[config.mk]
export PLATFORM = sky130hd
export DESIGN_NAME = uirq_ident
export DESIGN_NICKNAME = d
export VERILOG_FILES = /design/src/rtl/uirq_pkg.sv /design/src/rtl/uirq_ctrl.sv /design/src/rtl/uirq_datapath.sv /design/src/rtl/uirq_ident.sv
export SDC_FILE = /design/constraint.sdc
export NUM_CORES = 1
export LEC_CHECK = 0
export BUFFER_PORTS_ARGS = -buffer_cell sky130_fd_sc_hd__buf_4
export CORE_AREA = 4 4 41 43
export DETAILED_ROUTE_END_ITERATION = 8
export DIE_AREA = 0 0 45 47
export GPL_TIMING_DRIVEN = 0
export SLEW_MARGIN = 20
export SYNTH_ARGS = -nofsm -noshare
export SYNTH_HDL_FRONTEND = slang
export SYNTH_SLANG_ARGS = --single-unit
[constraint.sdc]
create_clock -name clk -period 0.95 [get_ports clk]
set_input_delay 0.0475 -clock clk [delete_from_list [all_inputs] [get_ports clk]]
set_output_delay 0.0475 -clock clk [all_outputs]
set_load 0.05 [all_outputs]
[src/rtl/uirq_pkg.sv]
package uirq_pkg;
  localparam int ID_W  = 8;
  localparam int EN_W  = 4;
  localparam int NUM_LAT = 3;

  // latched source slots
  localparam int LAT_LINE  = 0;
  localparam int LAT_THRE  = 1;
  localparam int LAT_MODEM = 2;

  // enable register bit positions
  localparam int EN_RX    = 0;
  localparam int EN_THRE  = 1;
  localparam int EN_LINE  = 2;
  localparam int EN_MODEM = 3;

  localparam logic [3:0] CODE_LINE  = 4'b0110;
  localparam logic [3:0] CODE_RX    = 4'b0100;
  localparam logic [3:0] CODE_TMO   = 4'b1100;
  localparam logic [3:0] CODE_THRE  = 4'b0010;
  localparam logic [3:0] CODE_MODEM = 4'b0000;
  localparam logic [3:0] CODE_NONE  = 4'b0001;

  typedef struct packed {
    logic [NUM_LAT-1:0] set;
    logic [NUM_LAT-1:0] clr;
  } latchStrobes_t;
endpackage

[src/rtl/uirq_ctrl.sv]
module uirq_ctrl
  import uirq_pkg::*;
(
  input  logic          iirRead,
  input  logic          lsrRead,
  input  logic          msrRead,
  input  logic          thrWrite,
  input  logic          lineErrEvt,
  input  logic          thrEmptyEvt,
  input  logic          modemChgEvt,
  input  logic          threShown,
  output latchStrobes_t stb
);
  always_comb begin
    stb = '0;
    stb.set[LAT_LINE]  = lineErrEvt;
    stb.set[LAT_THRE]  = thrEmptyEvt;
    stb.set[LAT_MODEM] = modemChgEvt;
    stb.clr[LAT_LINE]  = lsrRead;
    // an identification read only consumes holding-empty when it is the code shown
    stb.clr[LAT_THRE]  = thrWrite | (iirRead & threShown);
    stb.clr[LAT_MODEM] = msrRead;
  end
endmodule

[src/rtl/uirq_datapath.sv]
module uirq_datapath
  import uirq_pkg::*;
(
  input  logic            clk,
  input  logic            rstN,
  input  latchStrobes_t   stb,
  input  logic            ierWe,
  input  logic [EN_W-1:0] ierWdata,
  input  logic            fifoEnable,
  input  logic            rxAvail,
  input  logic            rxTimeout,
  output logic [ID_W-1:0] iidByte,
  output logic            irq,
  output logic            threShown
);
  logic [NUM_LAT-1:0] pend;
  logic [EN_W-1:0]    ier;
  logic lineAct, rxAct, tmoAct, threAct, modemAct, anyAct;
  logic [3:0] code;

  // one sticky flag per latched source; a set in the same cycle beats a clear
  for (genvar i = 0; i < NUM_LAT; i++) begin : gLatch
    always_ff @(posedge clk or negedge rstN) begin
      if (!rstN)             pend[i] <= 1'b0;
      else if (stb.set[i])   pend[i] <= 1'b1;
      else if (stb.clr[i])   pend[i] <= 1'b0;
    end
  end

  always_ff @(posedge clk or negedge rstN) begin
    if (!rstN)      ier <= '0;
    else if (ierWe) ier <= ierWdata;
  end

  always_comb begin
    lineAct  = pend[LAT_LINE]  & ier[EN_LINE];
    tmoAct   = rxTimeout & fifoEnable & ier[EN_RX];
    rxAct    = (rxAvail & ier[EN_RX]) | tmoAct;
    threAct  = pend[LAT_THRE]  & ier[EN_THRE];
    modemAct = pend[LAT_MODEM] & ier[EN_MODEM];
    anyAct   = lineAct | rxAct | threAct | modemAct;
    if (lineAct)       code = CODE_LINE;
    else if (tmoAct)   code = CODE_TMO;
    else if (rxAct)    code = CODE_RX;
    else if (threAct)  code = CODE_THRE;
    else if (modemAct) code = CODE_MODEM;
    else               code = CODE_NONE;
    threShown = (code == CODE_THRE);
    iidByte   = {{(ID_W-6){fifoEnable}}, 2'b00, code};
  end

  always_ff @(posedge clk or negedge rstN) begin
    if (!rstN) irq <= 1'b0;
    else       irq <= anyAct;
  end

  AST_IRQ_FOLLOWS_ID: assert property (@(posedge clk) disable iff (!rstN)
    irq == !$past(iidByte[0]));
  AST_UPPER_ZERO: assert property (@(posedge clk) disable iff (!rstN)
    iidByte[5:4] == 2'b00);
  AST_NONFIFO_CLEAN: assert property (@(posedge clk) disable iff (!rstN)
    !fifoEnable |-> (iidByte[7:6] == 2'b00 && !iidByte[3]));
  AST_LINE_SET_WINS: assert property (@(posedge clk) disable iff (!rstN)
    (stb.set[LAT_LINE] && ier[EN_LINE] && !ierWe) |=> iidByte[3:0] == CODE_LINE);
  AST_IER_OFF_QUIET: assert property (@(posedge clk) disable iff (!rstN)
    (ierWe && ierWdata == '0) |=> iidByte[0]);
endmodule

[src/rtl/uirq_ident.sv]
module uirq_ident
  import uirq_pkg::*;
(
  input  logic            clk,
  input  logic            rstN,
  input  logic            ierWe,
  input  logic [EN_W-1:0] ierWdata,
  input  logic            fifoEnable,
  input  logic            iirRead,
  input  logic            lsrRead,
  input  logic            msrRead,
  input  logic            thrWrite,
  input  logic            lineErrEvt,
  input  logic            rxAvail,
  input  logic            rxTimeout,
  input  logic            thrEmptyEvt,
  input  logic            modemChgEvt,
  output logic            irq,
  output logic [ID_W-1:0] iidByte
);
  latchStrobes_t stb;
  logic threShown;

  uirq_ctrl uCtrl (
    .iirRead(iirRead), .lsrRead(lsrRead), .msrRead(msrRead), .thrWrite(thrWrite),
    .lineErrEvt(lineErrEvt), .thrEmptyEvt(thrEmptyEvt), .modemChgEvt(modemChgEvt),
    .threShown(threShown), .stb(stb)
  );

  uirq_datapath uDp (
    .clk(clk), .rstN(rstN), .stb(stb), .ierWe(ierWe), .ierWdata(ierWdata),
    .fifoEnable(fifoEnable), .rxAvail(rxAvail), .rxTimeout(rxTimeout),
    .iidByte(iidByte), .irq(irq), .threShown(threShown)
  );

  AST_LSR_CLEARS_LINE: assert property (@(posedge clk) disable iff (!rstN)
    (lsrRead && !lineErrEvt) |=> iidByte[3:0] != CODE_LINE);
  AST_THR_WRITE_CLEARS: assert property (@(posedge clk) disable iff (!rstN)
    (thrWrite && !thrEmptyEvt && !ierWe) |=> iidByte[3:0] != CODE_THRE);
  AST_MSR_CLEARS_MODEM: assert property (@(posedge clk) disable iff (!rstN)
    (msrRead && !modemChgEvt && !ierWe) |=> iidByte[3:0] != CODE_MODEM);
endmodule

---- Yosys cells after proc, flatten, opt, wreduce, memory -nomap -nowiden ----
Cells that the tools add are included.
cells by class
  equality and inequality tests ........... 1
  muxes and demuxes ....................... 11
  bitwise operators ....................... 12
  reduce and logical (&&, ||, !) cells .... 3
operator list
  operator            count
  $mux 4              4
  $and 1x1->1         7
  $mux 1              7
  $reduce_bool 2->1   3
  $or 1x1->1          5
  $eq 4x2->1 const B  1
storage, ports and cells
  register bits after elaboration ......... 8
  input bits .............................. 17
  output and inout bits ................... 9
  word-level logic and storage cells ...... 32

---- Depth between registers and ports, before layout ----
  word-level depth ........................ 11
  mapped depth ............................ 3
  gate-level depth less buffers ........... 3

---- Cells and area by module ----
From an unflattened synthesis, not the netlist that was laid out.
second synthesis, totals
  cells, all modules ...................... 43
  area total of the unflattened synthesis .. 440.4 um2
modules (own cells, without submodules)
  module         instances  cells each  area each (um2)  sequential area each (um2)
  uirq_datapath  1          37          395.4            200.2
  uirq_ctrl      1          6           45.0             0.0

---- Least setup slack after synthesis ----
OpenSTA, ideal clock, no wires.
  path type ............................... register to output
  start ................................... reg uDp.pend[0]
  end ..................................... out iidByte[0]
  data arrival time ....................... 1.902 ns
  required time ........................... 0.902 ns
  setup slack ............................. -0.999 ns
  stages on the path, launching flop included .. 4
  buffers on the path ..................... 0
  cell sequence ........................... dfrtp_1 > nand2_2 > o21ai_2 > a221oi_1
on the way
  word-level cells in the longest chain between the ends .. 2
RTL lines
  what                             RTL line             text
  start, declared                  uirq_datapath.sv:16  logic [NUM_LAT-1:0] pend;
  start signal, assigned by index  uirq_datapath.sv:24  if (!rstN) pend[i] <= 1'b0;
  start signal, assigned by index  uirq_datapath.sv:25  else if (stb.set[i]) pend[i] <= 1'b1;
  start signal, assigned by index  uirq_datapath.sv:26  else if (stb.clr[i]) pend[i] <= 1'b0;
  $and 1x1->1                      uirq_datapath.sv:36  lineAct = pend[LAT_LINE] & ier[EN_LINE];
  $mux 4                           uirq_datapath.sv:42  if (lineAct) code = CODE_LINE;
  end, declared                    uirq_ident.sv:19     output logic [ID_W-1:0] iidByte
Every way passes these cells.

---- Worst setup path in the final report ----
  start ................................... reg uDp.ier[2]
  end ..................................... out iidByte[3]
on the way
  word-level cells in the longest chain between the ends .. 2
RTL lines
  what                    RTL line             text
  start, declared         uirq_datapath.sv:17  logic [EN_W-1:0] ier;
  start signal, assigned  uirq_datapath.sv:32  else if (ierWe) ier <= ierWdata;
  $and 1x1->1             uirq_datapath.sv:36
  $mux 4                  uirq_datapath.sv:42
Every way passes these cells.

==> results.txt <==
Max stage delay on crit path: 0.38 ns
router iterations before antenna repair: 2
Core Area: 0.00130 mm2
# IOs: 26
Yosys Warn Count: 0
final-report hold violation count: 0
clock tree buffer depth: 2
fin crit share: 133%
worst path cell trace: nand2_2 > buf_4 > nand3_2 > nor2_4 > buf_6
DPL Wire Length: 715 um
r2r setup slk: -0.27 ns
placed inst area: 621 um2
Worst IR Drop VDD: 0.000632 V
crit start category: flip-flop
Final ANT Viol Nets: 0
register area: 201 um2
slowest CP cell: dfrtp_1
Max Transition Viols Final: 0
synthesized flop and latch total: 8
Clock transition at path regs: 0.05 ns
Crit path max-delay family: flip-flops
first-pass GRT wire length: 1.47 mm
vias in the first global route: 397
total CTS buffers: 3
most frequent cells in the layout: buf_4 (31), dfrtp_1 (7), clkbuf_4 (3), dlygate4sd3_1 (3), buf_6 (3)
pre-CTS WS: -0.0860 ns
share of layout cells above drive strength 1: 64.9%
Netlist cell types: 21
drt initial violations: 5
I/O Buffers: 23
vias per inst: 4.39
Worst Hold Class: in2reg
die height: 47 um
critical path type: reg2out
Placement Rows: 13
top_reg_cell synth: dfrtp_1
RePlAce Congestion: 0.637
NumNets Final: 93
drt total wl: 1.03 mm
setup TNS: -1.53 ns
initial core utilization: 29.9%
Die Wd: 45 um
htree depth: 1
Total GRT Usage: 9.98%
max_cap viols: 0
# fillers: 134
worst setup margin: -0.314 ns
Seq/Total Area, Yosys: 51.4%
Critical Path AT: 1.22 ns
die area: 0.00212 mm2
final setup violation count: 6
drt wl/cell: 11.6 um
leakage power: 0.373 nW
mapped cell area: 389 um2
CTS Root Cell: clkbuf_4
CP Buf/Inv Count: 2
most common cell after layout, fill and taps aside: buf_4
failing checks: setup timing
clock sink count: 8
Post-synth EDFFs: 0
largest net degree at the start of global routing: 9
status: finished, violations left
area grow syn2layout: 94.9%
CP required: 0.90 ns
Finished Cell Area: 758 um2
f_max: 0.791 GHz
Mean Syn Cell Area: 10.8 um2
DRC: 0
RSZ-0062 raised after global routing: true
DR vias: 391
CP endpoint kind: output port
ys async rst share: 100%
Post-Syn Instances: 36
antenna cells: 0
Hold WS: 0.00900 ns
Final Core Density: 58.3%
Max FO, Critical Path: 3
crit path time final: 1.26 ns
pwr dens: 1440 mW/mm2
GRT overflow: 0
initial antenna violation count: 0
Clock Skew: 0.00506 ns
CTS tree: built
Clock Latency Late Sink: 0.25 ns
footprint of the multi-input gates: 193 um2
[path summary, 6_finish.rpt]
check	from	to	cells after the start
worst max-delay path	uDp.ier[2]$_DFFE_PN0P_	iidByte[3]	5
worst min-delay path	ierWdata[0]	uDp.ier[0]$_DFFE_PN0P_	3
worst max register to register	uDp.ier[2]$_DFFE_PN0P_	uDp.irq$_DFF_PN0_	5
worst min register to register	uDp.pend[2]$_DFFE_PN0P_	uDp.pend[2]$_DFFE_PN0P_	1
max in group asynchronous	rstN	uDp.ier[1]$_DFFE_PN0P_	2
min in group asynchronous	rstN	uDp.pend[2]$_DFFE_PN0P_	2
[flip-flops by register name (all words and copies together) (netlist names)]
register and count:
uDp.ier 4, uDp.irq 1, uDp.pend 3
[cells by family after synthesis]
kind of cell    count (synthesis)  synth area share, %
compound gates                  9                 18.0
buf+inv                         7                 10.6
other cells                     1                0.964
flops                           8                 51.4
simple gates                    8                 10.3
mux                             3                 8.68
[Yosys cell counts (2+ instances only)]
library cell / count / area share (%)
dfrtp_1: 8 / 51
buf_4: 4 / 7.7
a21o_1: 2 / 3.9
inv_1: 2 / 1.9
mux2_1: 2 / 5.8
nand2_1: 2 / 1.9
nor2_1: 2 / 1.9
[per-layer routing]
| layer | share of wire, % | global-route usage [%] | vias up |
|---|---|---|---|
| li1 | - | - | 197 |
| met1 | 34 | 9.15 | 174 |
| met2 | 54 | 18.4 | 18 |
| met3 | 11 | 3.45 | 2 |
| met5 | 0 | 0 | - |
| met4 | 0.58 | 7.02 | 0 |
[worst register-to-register path: stages, from the launching register on]
cell and delay (ns):
dfrtp_1 0.38, nand2_2 0.12, o21ai_4 0.08, buf_4 0.15
buf_4 0.13, a221o_1 0.26
[report_power, final]
group | total (mW) | internal [mW] | leakage, nW | switching (mW)
Sequential | 0.406 | 0.374 | 0.0890 | 0.0319
Combinational | 0.432 | 0.208 | 0.270 | 0.224
Clock | 0.252 | 0.144 | 0.0138 | 0.108
Total | 1.09 | 0.726 | 0.373 | 0.364
[stage by stage]
stage | power (mW) | std cells
4_1_cts | 1.09 | 86
3_3_place_gp | 0.757 | 75
3_5_place_dp | 0.759 | 75
5_1_grt | 1.15 | 89
6_report | 1.09 | 89
2_1_floorplan | 0.634 | 37
[cell type report]
cell class / instances / area share (%)
sequential: 8 / 26.6
multi-input combinational: 22 / 25.4
buffer: 4 / 3.96
inverter: 3 / 1.49
timing repair buffer: 34 / 37.1
tap: 15 / 2.48
clock buffer: 3 / 2.97
[repair_timing]
item / 4_1_cts / 5_1_grt
setup endpoints to repair: 5 / 6
endpoints found under the hold margin: 10 / 0
buffers inserted: 5 / 3
pin swaps: 2 / 2
hold buffers: 3 / 0
resized for setup: 5 / 2
Power figures use the tool's default switching activity.
